## src/rtl/otp_pkg.sv

```systemverilog
package otp_pkg;
  localparam logic [7:0]  REG_CTRL     = 8'h00;
  localparam logic [7:0]  REG_CTRL_CLR = 8'h01;
  localparam logic [7:0]  REG_TIMING   = 8'h02;
  localparam logic [7:0]  REG_RDCTL    = 8'h03;
  localparam logic [7:0]  REG_PDATA    = 8'h04;
  localparam logic [7:0]  REG_RDATA    = 8'h05;
  localparam logic [15:0] UNLOCK_KEY   = 16'h3E77;
  localparam int          WORD_W       = 32;
  localparam int          WORDS_PER_BANK = 8;

  typedef enum logic [1:0] {
    PH_IDLE   = 2'd0,
    PH_SETUP  = 2'd1,
    PH_ACTIVE = 2'd2,
    PH_HOLD   = 2'd3
  } phase_e;
endpackage

```

## src/rtl/otp_rst_sync.sv

```systemverilog
module otp_rst_sync (
  input  logic clk,
  input  logic rst_n_async,
  output logic rst_n_sync
);
  logic [1:0] stage_q;

  always_ff @(posedge clk or negedge rst_n_async) begin
    if (!rst_n_async) stage_q <= 2'b00;
    else              stage_q <= {stage_q[0], 1'b1};
  end

  assign rst_n_sync = stage_q[1];
endmodule

```

## src/rtl/otp_strobe_seq.sv

```systemverilog
module otp_strobe_seq
  import otp_pkg::*;
#(
  parameter int RELAX_W = 4,
  parameter int CNT_W   = 12
) (
  input  logic               clk,
  input  logic               rst_n,
  input  logic               start_i,
  input  logic [RELAX_W-1:0] relax_i,
  input  logic [CNT_W-1:0]   count_i,
  output logic               busy_o,
  output logic               done_o
);
  localparam int SUM_W = CNT_W + 1;

  phase_e             phase_q, phase_d;
  logic [CNT_W-1:0]   cnt_q, cnt_d;
  logic [RELAX_W-1:0] relax_q;
  logic [CNT_W-1:0]   act_q;
  logic [SUM_W-1:0]   edge_sum;
  logic [CNT_W-1:0]   act_d;
  logic               load_en;

  // setup + hold together take 2*(relax+1) cycles of the strobe
  assign edge_sum = {{(SUM_W-RELAX_W-1){1'b0}}, relax_i, 1'b0} + SUM_W'(2);
  always_comb begin
    if ({1'b0, count_i} >= edge_sum) act_d = CNT_W'({1'b0, count_i} - edge_sum);
    else                             act_d = '0;
  end

  assign load_en = start_i && (phase_q == PH_IDLE);

  always_comb begin
    phase_d = phase_q;
    cnt_d   = cnt_q;
    done_o  = 1'b0;
    case (phase_q)
      PH_IDLE: begin
        if (start_i) begin
          phase_d = PH_SETUP;
          cnt_d   = CNT_W'(relax_i);
        end
      end
      PH_SETUP: begin
        if (cnt_q == '0) begin
          phase_d = PH_ACTIVE;
          cnt_d   = act_q;
        end else begin
          cnt_d = cnt_q - 1'b1;
        end
      end
      PH_ACTIVE: begin
        if (cnt_q == '0) begin
          phase_d = PH_HOLD;
          cnt_d   = CNT_W'(relax_q);
        end else begin
          cnt_d = cnt_q - 1'b1;
        end
      end
      default: begin
        if (cnt_q == '0) begin
          phase_d = PH_IDLE;
          done_o  = 1'b1;
        end else begin
          cnt_d = cnt_q - 1'b1;
        end
      end
    endcase
  end

  always_ff @(posedge clk or negedge rst_n) begin
    if (!rst_n) begin
      phase_q <= PH_IDLE;
      cnt_q   <= '0;
    end else begin
      phase_q <= phase_d;
      cnt_q   <= cnt_d;
    end
  end

  always_ff @(posedge clk or negedge rst_n) begin
    if (!rst_n) begin
      relax_q <= '0;
      act_q   <= '0;
    end else if (load_en) begin
      relax_q <= relax_i;
      act_q   <= act_d;
    end
  end

  assign busy_o = (phase_q != PH_IDLE);
endmodule

```

## src/rtl/otp_fuse_store.sv

```systemverilog
module otp_fuse_store #(
  parameter int NUM_WORDS = 32,
  parameter int DATA_W    = 32,
  localparam int IDX_W    = (NUM_WORDS > 1) ? $clog2(NUM_WORDS) : 1
) (
  input  logic                        clk,
  input  logic                        rst_n,
  input  logic                        burn_en,
  input  logic [IDX_W-1:0]            burn_idx,
  input  logic [DATA_W-1:0]           burn_data,
  input  logic [IDX_W-1:0]            rd_idx,
  output logic [DATA_W-1:0]           rd_data,
  output logic [NUM_WORDS*DATA_W-1:0] flat_o
);
  logic [DATA_W-1:0] cell_q [NUM_WORDS];

  for (genvar i = 0; i < NUM_WORDS; i++) begin : g_cell
    logic hit;
    assign hit = burn_en && (burn_idx == IDX_W'(i));
    always_ff @(posedge clk or negedge rst_n) begin
      if (!rst_n)   cell_q[i] <= '0;
      else if (hit) cell_q[i] <= cell_q[i] | burn_data;
    end
    assign flat_o[i*DATA_W +: DATA_W] = cell_q[i];
  end

  assign rd_data = cell_q[rd_idx];
endmodule

```

## src/rtl/otp_shadow_bank.sv

```systemverilog
module otp_shadow_bank #(
  parameter int NUM_WORDS = 32,
  parameter int DATA_W    = 32,
  localparam int IDX_W    = (NUM_WORDS > 1) ? $clog2(NUM_WORDS) : 1
) (
  input  logic              clk,
  input  logic              rst_n,
  input  logic              wr_en,
  input  logic [IDX_W-1:0]  wr_idx,
  input  logic [DATA_W-1:0] wr_data,
  input  logic [IDX_W-1:0]  rd_idx,
  output logic [DATA_W-1:0] rd_data
);
  logic [DATA_W-1:0] sh_q [NUM_WORDS];

  for (genvar i = 0; i < NUM_WORDS; i++) begin : g_sh
    logic hit;
    assign hit = wr_en && (wr_idx == IDX_W'(i));
    always_ff @(posedge clk or negedge rst_n) begin
      if (!rst_n)   sh_q[i] <= '0;
      else if (hit) sh_q[i] <= wr_data;
    end
  end

  assign rd_data = sh_q[rd_idx];
endmodule

```

## src/rtl/otp_fuse_ctrl.sv

```systemverilog
module otp_fuse_ctrl
  import otp_pkg::*;
#(
  parameter int NUM_BANKS = 4,
  parameter int ADDR_W    = 8,
  parameter int RELAX_W   = 4,
  parameter int PSTRB_W   = 12,
  parameter int RSTRB_W   = 6
) (
  input  logic              clk,
  input  logic              rst_n,
  input  logic              bus_sel,
  input  logic              bus_wr,
  input  logic [ADDR_W-1:0] bus_addr,
  input  logic [31:0]       bus_wdata,
  output logic [31:0]       bus_rdata
);
  localparam int NUM_WORDS = NUM_BANKS * WORDS_PER_BANK;
  localparam int IDX_W     = (NUM_WORDS > 1) ? $clog2(NUM_WORDS) : 1;
  localparam int DADDR_W   = 7;

  logic rst_n_int;

  otp_rst_sync u_rst (.clk(clk), .rst_n_async(rst_n), .rst_n_sync(rst_n_int));

  // ---------------- state ----------------
  logic [DADDR_W-1:0] daddr_q, daddr_d;
  logic [15:0]        key_q, key_d;
  logic               err_q, err_d;
  logic [PSTRB_W-1:0] tprog_q;
  logic [RELAX_W-1:0] trelax_q;
  logic [RSTRB_W-1:0] tread_q;
  logic [31:0]        rdata_q;
  logic               op_prog_q;
  logic [IDX_W-1:0]   op_idx_q;
  logic [31:0]        op_data_q;

  // ---------------- bus decode ----------------
  logic acc_wr, wr_ctrl, wr_clr, wr_tim, wr_rdctl, wr_pdata, wr_shadow;
  logic shadow_hit_rd;
  logic [DADDR_W-1:0] win_off;

  assign acc_wr    = bus_sel && bus_wr;
  assign wr_ctrl   = acc_wr && (bus_addr == ADDR_W'(REG_CTRL));
  assign wr_clr    = acc_wr && (bus_addr == ADDR_W'(REG_CTRL_CLR));
  assign wr_tim    = acc_wr && (bus_addr == ADDR_W'(REG_TIMING));
  assign wr_rdctl  = acc_wr && (bus_addr == ADDR_W'(REG_RDCTL));
  assign wr_pdata  = acc_wr && (bus_addr == ADDR_W'(REG_PDATA));
  assign win_off   = bus_addr[DADDR_W-1:0];
  assign shadow_hit_rd = bus_addr[ADDR_W-1] &&
                         ({1'b0, win_off} < (DADDR_W+1)'(NUM_WORDS));
  assign wr_shadow = acc_wr && shadow_hit_rd;

  // ---------------- request arbitration ----------------
  logic sense_req, prog_req, any_req, addr_bad, key_ok, busy, done, reject, launch;

  assign sense_req = wr_rdctl && bus_wdata[0];
  assign prog_req  = wr_pdata;
  assign any_req   = sense_req || prog_req;
  assign addr_bad  = ({1'b0, daddr_q} >= (DADDR_W+1)'(NUM_WORDS));
  assign key_ok    = (key_q == UNLOCK_KEY);
  assign reject    = any_req && (busy || addr_bad || (prog_req && !key_ok));
  assign launch    = any_req && !reject;

  // ---------------- control register next state ----------------
  always_comb begin
    daddr_d = daddr_q;
    key_d   = key_q;
    err_d   = err_q;
    if (wr_ctrl) begin
      daddr_d = bus_wdata[DADDR_W-1:0];
      key_d   = bus_wdata[31:16];
    end
    if (wr_clr) begin
      daddr_d = daddr_q & ~bus_wdata[DADDR_W-1:0];
      key_d   = key_q & ~bus_wdata[31:16];
      if (bus_wdata[9]) err_d = 1'b0;
    end
    if (reject) err_d = 1'b1;
    if (done && op_prog_q) key_d = '0;
  end

  always_ff @(posedge clk or negedge rst_n_int) begin
    if (!rst_n_int) begin
      daddr_q <= '0;
      key_q   <= '0;
      err_q   <= 1'b0;
    end else begin
      daddr_q <= daddr_d;
      key_q   <= key_d;
      err_q   <= err_d;
    end
  end

  always_ff @(posedge clk or negedge rst_n_int) begin
    if (!rst_n_int) begin
      tprog_q  <= '0;
      trelax_q <= '0;
      tread_q  <= '0;
    end else if (wr_tim) begin
      tprog_q  <= bus_wdata[PSTRB_W-1:0];
      trelax_q <= bus_wdata[12 +: RELAX_W];
      tread_q  <= bus_wdata[16 +: RSTRB_W];
    end
  end

  // ---------------- operation latch ----------------
  always_ff @(posedge clk or negedge rst_n_int) begin
    if (!rst_n_int) begin
      op_prog_q <= 1'b0;
      op_idx_q  <= '0;
      op_data_q <= '0;
    end else if (launch) begin
      op_prog_q <= prog_req;
      op_idx_q  <= IDX_W'(daddr_q);
      op_data_q <= bus_wdata;
    end
  end

  // ---------------- strobe sequencer ----------------
  logic [PSTRB_W-1:0] strobe_len;
  assign strobe_len = prog_req ? tprog_q : PSTRB_W'(tread_q);

  otp_strobe_seq #(.RELAX_W(RELAX_W), .CNT_W(PSTRB_W)) u_seq (
    .clk     (clk),
    .rst_n   (rst_n_int),
    .start_i (launch),
    .relax_i (trelax_q),
    .count_i (strobe_len),
    .busy_o  (busy),
    .done_o  (done)
  );

  // ---------------- fuse store and shadows ----------------
  logic [31:0]             fuse_rd, shadow_rd;
  logic [NUM_WORDS*32-1:0] fuse_flat;

  otp_fuse_store #(.NUM_WORDS(NUM_WORDS), .DATA_W(32)) u_fuse (
    .clk       (clk),
    .rst_n     (rst_n_int),
    .burn_en   (done && op_prog_q),
    .burn_idx  (op_idx_q),
    .burn_data (op_data_q),
    .rd_idx    (op_idx_q),
    .rd_data   (fuse_rd),
    .flat_o    (fuse_flat)
  );

  otp_shadow_bank #(.NUM_WORDS(NUM_WORDS), .DATA_W(32)) u_shadow (
    .clk     (clk),
    .rst_n   (rst_n_int),
    .wr_en   (wr_shadow),
    .wr_idx  (IDX_W'(win_off)),
    .wr_data (bus_wdata),
    .rd_idx  (IDX_W'(win_off)),
    .rd_data (shadow_rd)
  );

  always_ff @(posedge clk or negedge rst_n_int) begin
    if (!rst_n_int)              rdata_q <= '0;
    else if (done && !op_prog_q) rdata_q <= fuse_rd;
  end

  // ---------------- read mux ----------------
  logic [31:0] ctrl_view, tim_view;
  assign ctrl_view = {key_q, 6'b0, err_q, busy, 1'b0, daddr_q};
  assign tim_view  = {{(32-16-RSTRB_W){1'b0}}, tread_q, trelax_q, tprog_q};

  always_comb begin
    bus_rdata = '0;
    if (shadow_hit_rd) bus_rdata = shadow_rd;
    else begin
      case (bus_addr)
        ADDR_W'(REG_CTRL), ADDR_W'(REG_CTRL_CLR): bus_rdata = ctrl_view;
        ADDR_W'(REG_TIMING): bus_rdata = tim_view;
        ADDR_W'(REG_RDATA):  bus_rdata = rdata_q;
        default:             bus_rdata = '0;
      endcase
    end
  end
endmodule

```

## config.mk

```make
export PLATFORM = sky130hd
export DESIGN_NAME = otp_fuse_ctrl
export DESIGN_NICKNAME = d
export VERILOG_FILES = /design/src/rtl/otp_pkg.sv /design/src/rtl/otp_rst_sync.sv /design/src/rtl/otp_strobe_seq.sv /design/src/rtl/otp_fuse_store.sv /design/src/rtl/otp_shadow_bank.sv /design/src/rtl/otp_fuse_ctrl.sv
export SDC_FILE = /design/constraint.sdc
export NUM_CORES = 2
export LEC_CHECK = 0
export BUFFER_PORTS_ARGS = -buffer_cell sky130_fd_sc_hd__buf_2
export CAP_MARGIN = 20
export CORE_ASPECT_RATIO = 0.5
export CORE_MARGIN = 4
export CORE_UTILIZATION = 50
export CTS_CLUSTER_DIAMETER = 40
export DETAILED_ROUTE_END_ITERATION = 16
export GPL_ROUTABILITY_DRIVEN = 0
export PLACE_DENSITY_LB_ADDON = 0.25
export SLEW_MARGIN = 10
export SYNTH_ARGS = -nofsm -noshare
export SYNTH_HDL_FRONTEND = slang
export SYNTH_SLANG_ARGS = --single-unit
```

## constraint.sdc

```tcl
create_clock -name clk -period 71.7 [get_ports clk]
set_clock_uncertainty 0.1 [all_clocks]
set_input_delay 14.34 -clock clk [delete_from_list [all_inputs] [get_ports clk]]
set_output_delay 14.34 -clock clk [all_outputs]
set_load 0.01 [all_outputs]
```

Word level (Yosys, flattened, before mapping)
Index checks and enable logic that the tools add are counted.

Order comparisons: 5. Reduce and logical (&&, ||, !) cells: 101. Muxes and demuxes: 30. $add $sub $neg: 3. Eq/ne operators: 74. Bitwise logic cells: 38.

Operators with widths (number): bitwise OR 32 bit (32); binary-select mux 32 bit (select 5 bit) (2); == test 5 bit (second input constant) (32); 2-to-1 mux 32 bit (5); case mux 32 bit (3 select lines) (1); == test 5 x 4 -> 1 bit (second input constant) (16); logical AND 1 bit (79); 2-to-1 mux 12 bit (6); 2-to-1 mux 16 bit (3); == test 5 x 3 -> 1 bit (second input constant) (8); case mux 12 bit (3 select lines) (1); == test 5 x 2 -> 1 bit (second input constant) (4); AND 16 bit (1); == test 16 x 14 -> 1 bit (second input constant) (1); == test 8 x 2 -> 1 bit (second input constant) (2); == test 8 x 3 -> 1 bit (second input constant) (2); NOT 16 bit (1); 2-to-1 mux 7 bit (2); >= comparator 12 x 13 -> 1 bit (1); >= comparator 6 bit (second input constant) (2); zero test 12 bit (1); NOT 5 -> 6 bit (2); subtractor 12 x 1 -> 12 bit (second input constant) (1); subtractor 12 bit (1); other kinds (25) (45).

Register bits after elaboration: 2196. Output and inout port bits: 32.

Depth between registers and ports, before layout
Word-level depth: 9. Mapped depth: 15.

By module
Synthesis repeated with hierarchy kept, for this count alone.

Cell total of the unflattened synthesis: 7629. Area total of the unflattened synthesis: 97941.4 um2.

By module, submodules not included: otp_shadow_bank (area an instance 47045.1 um2, cells an instance 3453, times used 1); otp_fuse_store (area an instance 43269.0 um2, cells an instance 3451, times used 1); otp_fuse_ctrl (area an instance 5424.0 um2, cells an instance 479, times used 1); otp_strobe_seq (area an instance 2149.6 um2, cells an instance 243, times used 1); otp_rst_sync (area an instance 53.8 um2, cells an instance 3, times used 1).

Worst setup path before layout
No wires, ideal clock.

Kind: input-to-output. Start: in bus_addr[0]. End: out bus_rdata[1]. Cell stages on the path: 6. Data arrival time: 16466 ps. Path slack: 40794 ps. Path buffers: 3. Data required time: 57260 ps. Path through: buf_2 -> buf_1 -> buf_2 -> mux4_2 -> a2111oi_0 -> o21ai_0.

Longest elaborated chain between the ends: 5.

Ends and longest elaborated chain: start, declared (line otp_fuse_ctrl.sv:14) `input logic [ADDR_W-1:0] bus_addr,`; NOT 5 -> 6 bit (implied by the code) (line otp_shadow_bank.sv:25) `assign rd_data = sh_q[rd_idx];`; binary-select mux 32 bit (select 5 bit) (line otp_shadow_bank.sv:25); 2-to-1 mux 32 bit (implied by the code) (2 in series) (line otp_shadow_bank.sv:25); 2-to-1 mux 32 bit (*) (line otp_fuse_ctrl.sv:171) `if (shadow_hit_rd) bus_rdata = shadow_rd;`; end, declared (line otp_fuse_ctrl.sv:16) `output logic [31:0] bus_rdata`.

Mark *: on every way between the ends. The rest lies on a longest branch, timed or not. The select of a mux whose other input is x is not followed.

Final worst setup path
Start: in bus_addr[0]. End: out bus_rdata[21].

The elaborated chain is that of the path after synthesis.

==> results.md <==
- Outcome: complete, no violations
- Total Die Area: between 150000 and 200000 um2
- Sequential standard cell area: ~55000 um2
- Total wire length: roughly 280 mm
- Class of the tightest hold or removal check: flip-flop to async pin
- Number of buffers between clock root and the deepest sink: 4
- Portion of the post-synthesis area used by sequential elements: a little under three fifths
- Fraction of final layout cells sized beyond drive strength 1: roughly a third
- Number of max-cap violations: 0
- Total via count in the routed design: 59544
- Critical path launch point type: input port
- Die outline height: between 300 and 400 um
- Total setup violations reported at the end of the flow: 0
- Footprint of the multi-input gates: around 38000 um2
- Area share of and/or/nand/nor cells after synthesis: about 2.5%
- TritonCTS Buffers: ~210
- DRC violations left: 0
- Number of distinct library cells after synthesis: 76
- Arithmetic-cell share of the synthesized area counting full adders, half adders and majority gates: less than 1%
- Xor and xnor area share after synthesis: less than 1%
- CP arrival: between 15 and 20 ns
- Clock insertion delay at the later pin of the skew report: roughly 0.86 ns
- Drt initial violations: ~6400
- Ranking of synthesized cells by area: sky130_fd_sc_hd__dfrtp_1 58%, sky130_fd_sc_hd__mux2_2 13%, sky130_fd_sc_hd__mux4_2 11%
- Clock Root Buffer: sky130_fd_sc_hd__clkbuf_16
- Total global-route track usage: roughly 28%
- Launching point of the worst reg2reg path: u_rst.stage_q[1]$_DFF_PN0_
- Transition at the pin with the smallest max-transition slack: 1.32 ns
- Quantity of I/O buffers inserted on ports: 75
- Global-route wire length before repair: 420 mm
- Maximum number of pins on one net before global-route repair: roughly 180
- Post-synthesis sequential element count: roughly 2200
- Hold Slack: 0.235 ns
- Die width: between 600 and 700 um
- Final cycle utilization of the critical path: roughly 46%
- TritonCTS clock tree: built
- Final Max Slew Viols: 0
- Std-Cell Rows: 113
- TritonCTS Sinks: approximately 2200
- Pwr/cell area: around 24 nW/um2
- First-pass detailed-route iteration total: 8
- Max_slew headroom: between 10% and 20%
- Average instance area after synthesis: ~14 um2
- Count of buffers added by post-CTS timing repair for setup: 0
- Total standard cell area after synthesis: about 95000 um2
- Final worst path period need: ~33 ns
- Compound-gate portion of the synthesized area: a little under an eighth
- Average detailed-routed wire length per instance: between 30 and 40 um
- Setup TNS: 0 ns
- Multiplexer area fraction after synthesis: 24.7%
- Antenna violations before repair: 12
- Fill cells: around 15000
- Maximum fanout along the worst path: 105
- Number of ports placed on the die boundary: 76
- CTS Hold Bufs: 0
- Number of global-route vias before repair: 62690
- Number of antenna-violating nets in the routed design: 0
- Detailed placer's ending HPWL: approximately 160 mm
- RSZ-0062 raised after global routing: false
- Worst EP required: 57.26 ns
- Final-report hold violation count: 0
- Post-Syn Instances: 6619
- Library cell occupying the most area in the post-synthesis netlist: sky130_fd_sc_hd__dfrtp_1
- Post-synth ARST share: 100%
- Class of the most critical setup path: input port to output pin
- Leakage dissipation: slightly below 60 nW
- Reg2reg setup slack: 66.27 ns
- Type of destination of the critical path: output pin
- Combinational family with the most area after synthesis: multiplexers
- Number of nets in the finished design: ~6500
- Number of cells upsized or downsized after cts: 0
- Vias per std cell: 6.55
- Number of enable-type register cells in the synthesized netlist: 0
- Post-synth net total: around 6700
- Max H-tree Level: 4
- Yosys warnings: 0
- Yosys top cell area share: a little under three fifths
- Core area: ~190000 um2
- Source of the critical timing path: bus_addr[0]
- Maximum achievable frequency: about 0.030 GHz
- Initial core utilization: between 50% and 60%
- Post-CTS clock slew at the launch and capture registers of the worst setup and hold paths: about 0.070 ns
- Area Growth Syn to Fin: 10.5%
- Maximum ir drop on the vdd rail: approximately 19 uV
- Gr ovfl total: 0
- Primary flip-flop cell chosen by synthesis mapping: sky130_fd_sc_hd__dfrtp_1
-- placed cells by master, fill, tap and decap left out, drive strengths merged, types with 16 or more instances in the layout --
master  instances
a21o         1033
clkbuf        311
dfrtp        2196
or2            19
nor4           16
nand3          52
a21oi          41
a22o           45
o21ai          63
o31ai          19
a211oi         52
mux2         1065
o221ai         37
mux4          451
a22oi          31
nor2           66
inv            31
buf           239
or4            34
clkinv         21
o22ai         143
nand2         259
mux2i         142
-- critical path, stage by stage --
cell,delay [ns]
sky130_fd_sc_hd__buf_8,0.41
sky130_fd_sc_hd__buf_12,0.66
sky130_fd_sc_hd__buf_4,0.86
sky130_fd_sc_hd__mux4_2,0.61
sky130_fd_sc_hd__mux2i_1,0.17
sky130_fd_sc_hd__nor2_1,0.05
sky130_fd_sc_hd__a2111oi_0,0.80
sky130_fd_sc_hd__o21ai_0,0.30
sky130_fd_sc_hd__buf_2,0.21
-- through the flow --
step | total power (W) | area (um2) | util (%) | worst slack, ns | instances
after detailed placement | 0.00145 | 97900 | 51.6 | 38.60 | 8697
after global placement | 0.00144 | 97900 | 51.6 | 38.57 | 8696
after floorplan | 0.00141 | 95500 | - | 5.85 | 6619
final | 0.00256 | 105000 | 55.6 | 38.60 | 9091
after CTS | 0.00257 | 105000 | 55.3 | 38.58 | 9061
after global routing | 0.00265 | 105000 | 55.6 | 38.29 | 9088
-- cell usage after synthesis, types with 8 or more instances --
cell,number
sky130_fd_sc_hd__a22o_1,45
sky130_fd_sc_hd__nand2_1,259
sky130_fd_sc_hd__a22oi_1,31
sky130_fd_sc_hd__a222oi_1,15
sky130_fd_sc_hd__nand3_1,52
sky130_fd_sc_hd__o31ai_1,18
sky130_fd_sc_hd__o221ai_1,37
sky130_fd_sc_hd__nor4_1,14
sky130_fd_sc_hd__dfrtp_1,2196
sky130_fd_sc_hd__or2_2,10
sky130_fd_sc_hd__nand2b_1,9
sky130_fd_sc_hd__nor2_1,66
sky130_fd_sc_hd__ha_1,12
sky130_fd_sc_hd__a21o_1,1033
sky130_fd_sc_hd__nor3_1,13
sky130_fd_sc_hd__or2_0,9
sky130_fd_sc_hd__o22ai_1,143
sky130_fd_sc_hd__inv_1,19
sky130_fd_sc_hd__mux4_2,451
sky130_fd_sc_hd__buf_1,91
sky130_fd_sc_hd__buf_2,210
sky130_fd_sc_hd__clkbuf_1,363
sky130_fd_sc_hd__mux2_2,1065
sky130_fd_sc_hd__or4_1,33
sky130_fd_sc_hd__o21ai_0,61
sky130_fd_sc_hd__a211oi_1,52
sky130_fd_sc_hd__nand3b_1,8
sky130_fd_sc_hd__a211o_1,9
sky130_fd_sc_hd__a21oi_1,41
sky130_fd_sc_hd__mux2i_1,142
-- registers in the layout (all words and copies together) (netlist names), 6 cells and up --
name / count
tprog_q: 12
rdata_q: 32
u_seq.act_q: 12
u_shadow.sh_q: 1024
tread_q: 6
daddr_q: 7
u_fuse.flat_o: 1024
key_q: 16
op_data_q: 32
u_seq.cnt_q: 12
-- area by class of cell --
type	instances	area share, %
antenna	5	0.0119
clock buffer	307	5.92
clock inverter	57	0.692
inverter	19	0.0676
multi-input combinational	3734	36.2
sequential	2196	52.1
tap	2530	3.00
timing repair buffer	243	2.01
-- metal layers --
| layer | track usage, % | routed length (um) |
|---|---|---|
| met1 | 40.1 | 118000 |
| met2 | 44.6 | 130000 |
| met3 | 5.56 | 22000 |
| met4 | 9.92 | 10400 |
| met5 | 0 | 13 |
-- cell families (layout without fill, tap and decap cells) --
group / Yosys count / after routing
buf+inv: 689 / 626
mux: 1658 / 1658
simple gates: 512 / 512
other cells: 1 / 6
fa+ha+maj: 13 / 13
xor+xnor: 7 / 7
compound gates: 1543 / 1543
flops: 2196 / 2196
-- power breakdown --
part	total (W)	internal, W	switching [W]
Sequential	0.00128	0.00126	0.0000186
Clock	0.00114	0.000653	0.000483
Combinational	0.000151	0.0000515	0.0000998
Total	0.00256	0.00196	0.000601
-- final timing paths --
kind                                                  end  cells past startpoint
setup reg to reg           u_shadow.sh_q[522]$_DFFE_PN0P_                      7
hold / removal             u_fuse.flat_o[244]$_DFFE_PN0P_                      0
min in group clk               u_rst.stage_q[1]$_DFF_PN0_                      0
hold reg to reg            u_fuse.flat_o[244]$_DFFE_PN0P_                      0
max in group asynchronous      u_rst.stage_q[1]$_DFF_PN0_                      1
setup / recovery                            bus_rdata[21]                      9
Note: power is estimated with default switching activity, not from simulation.
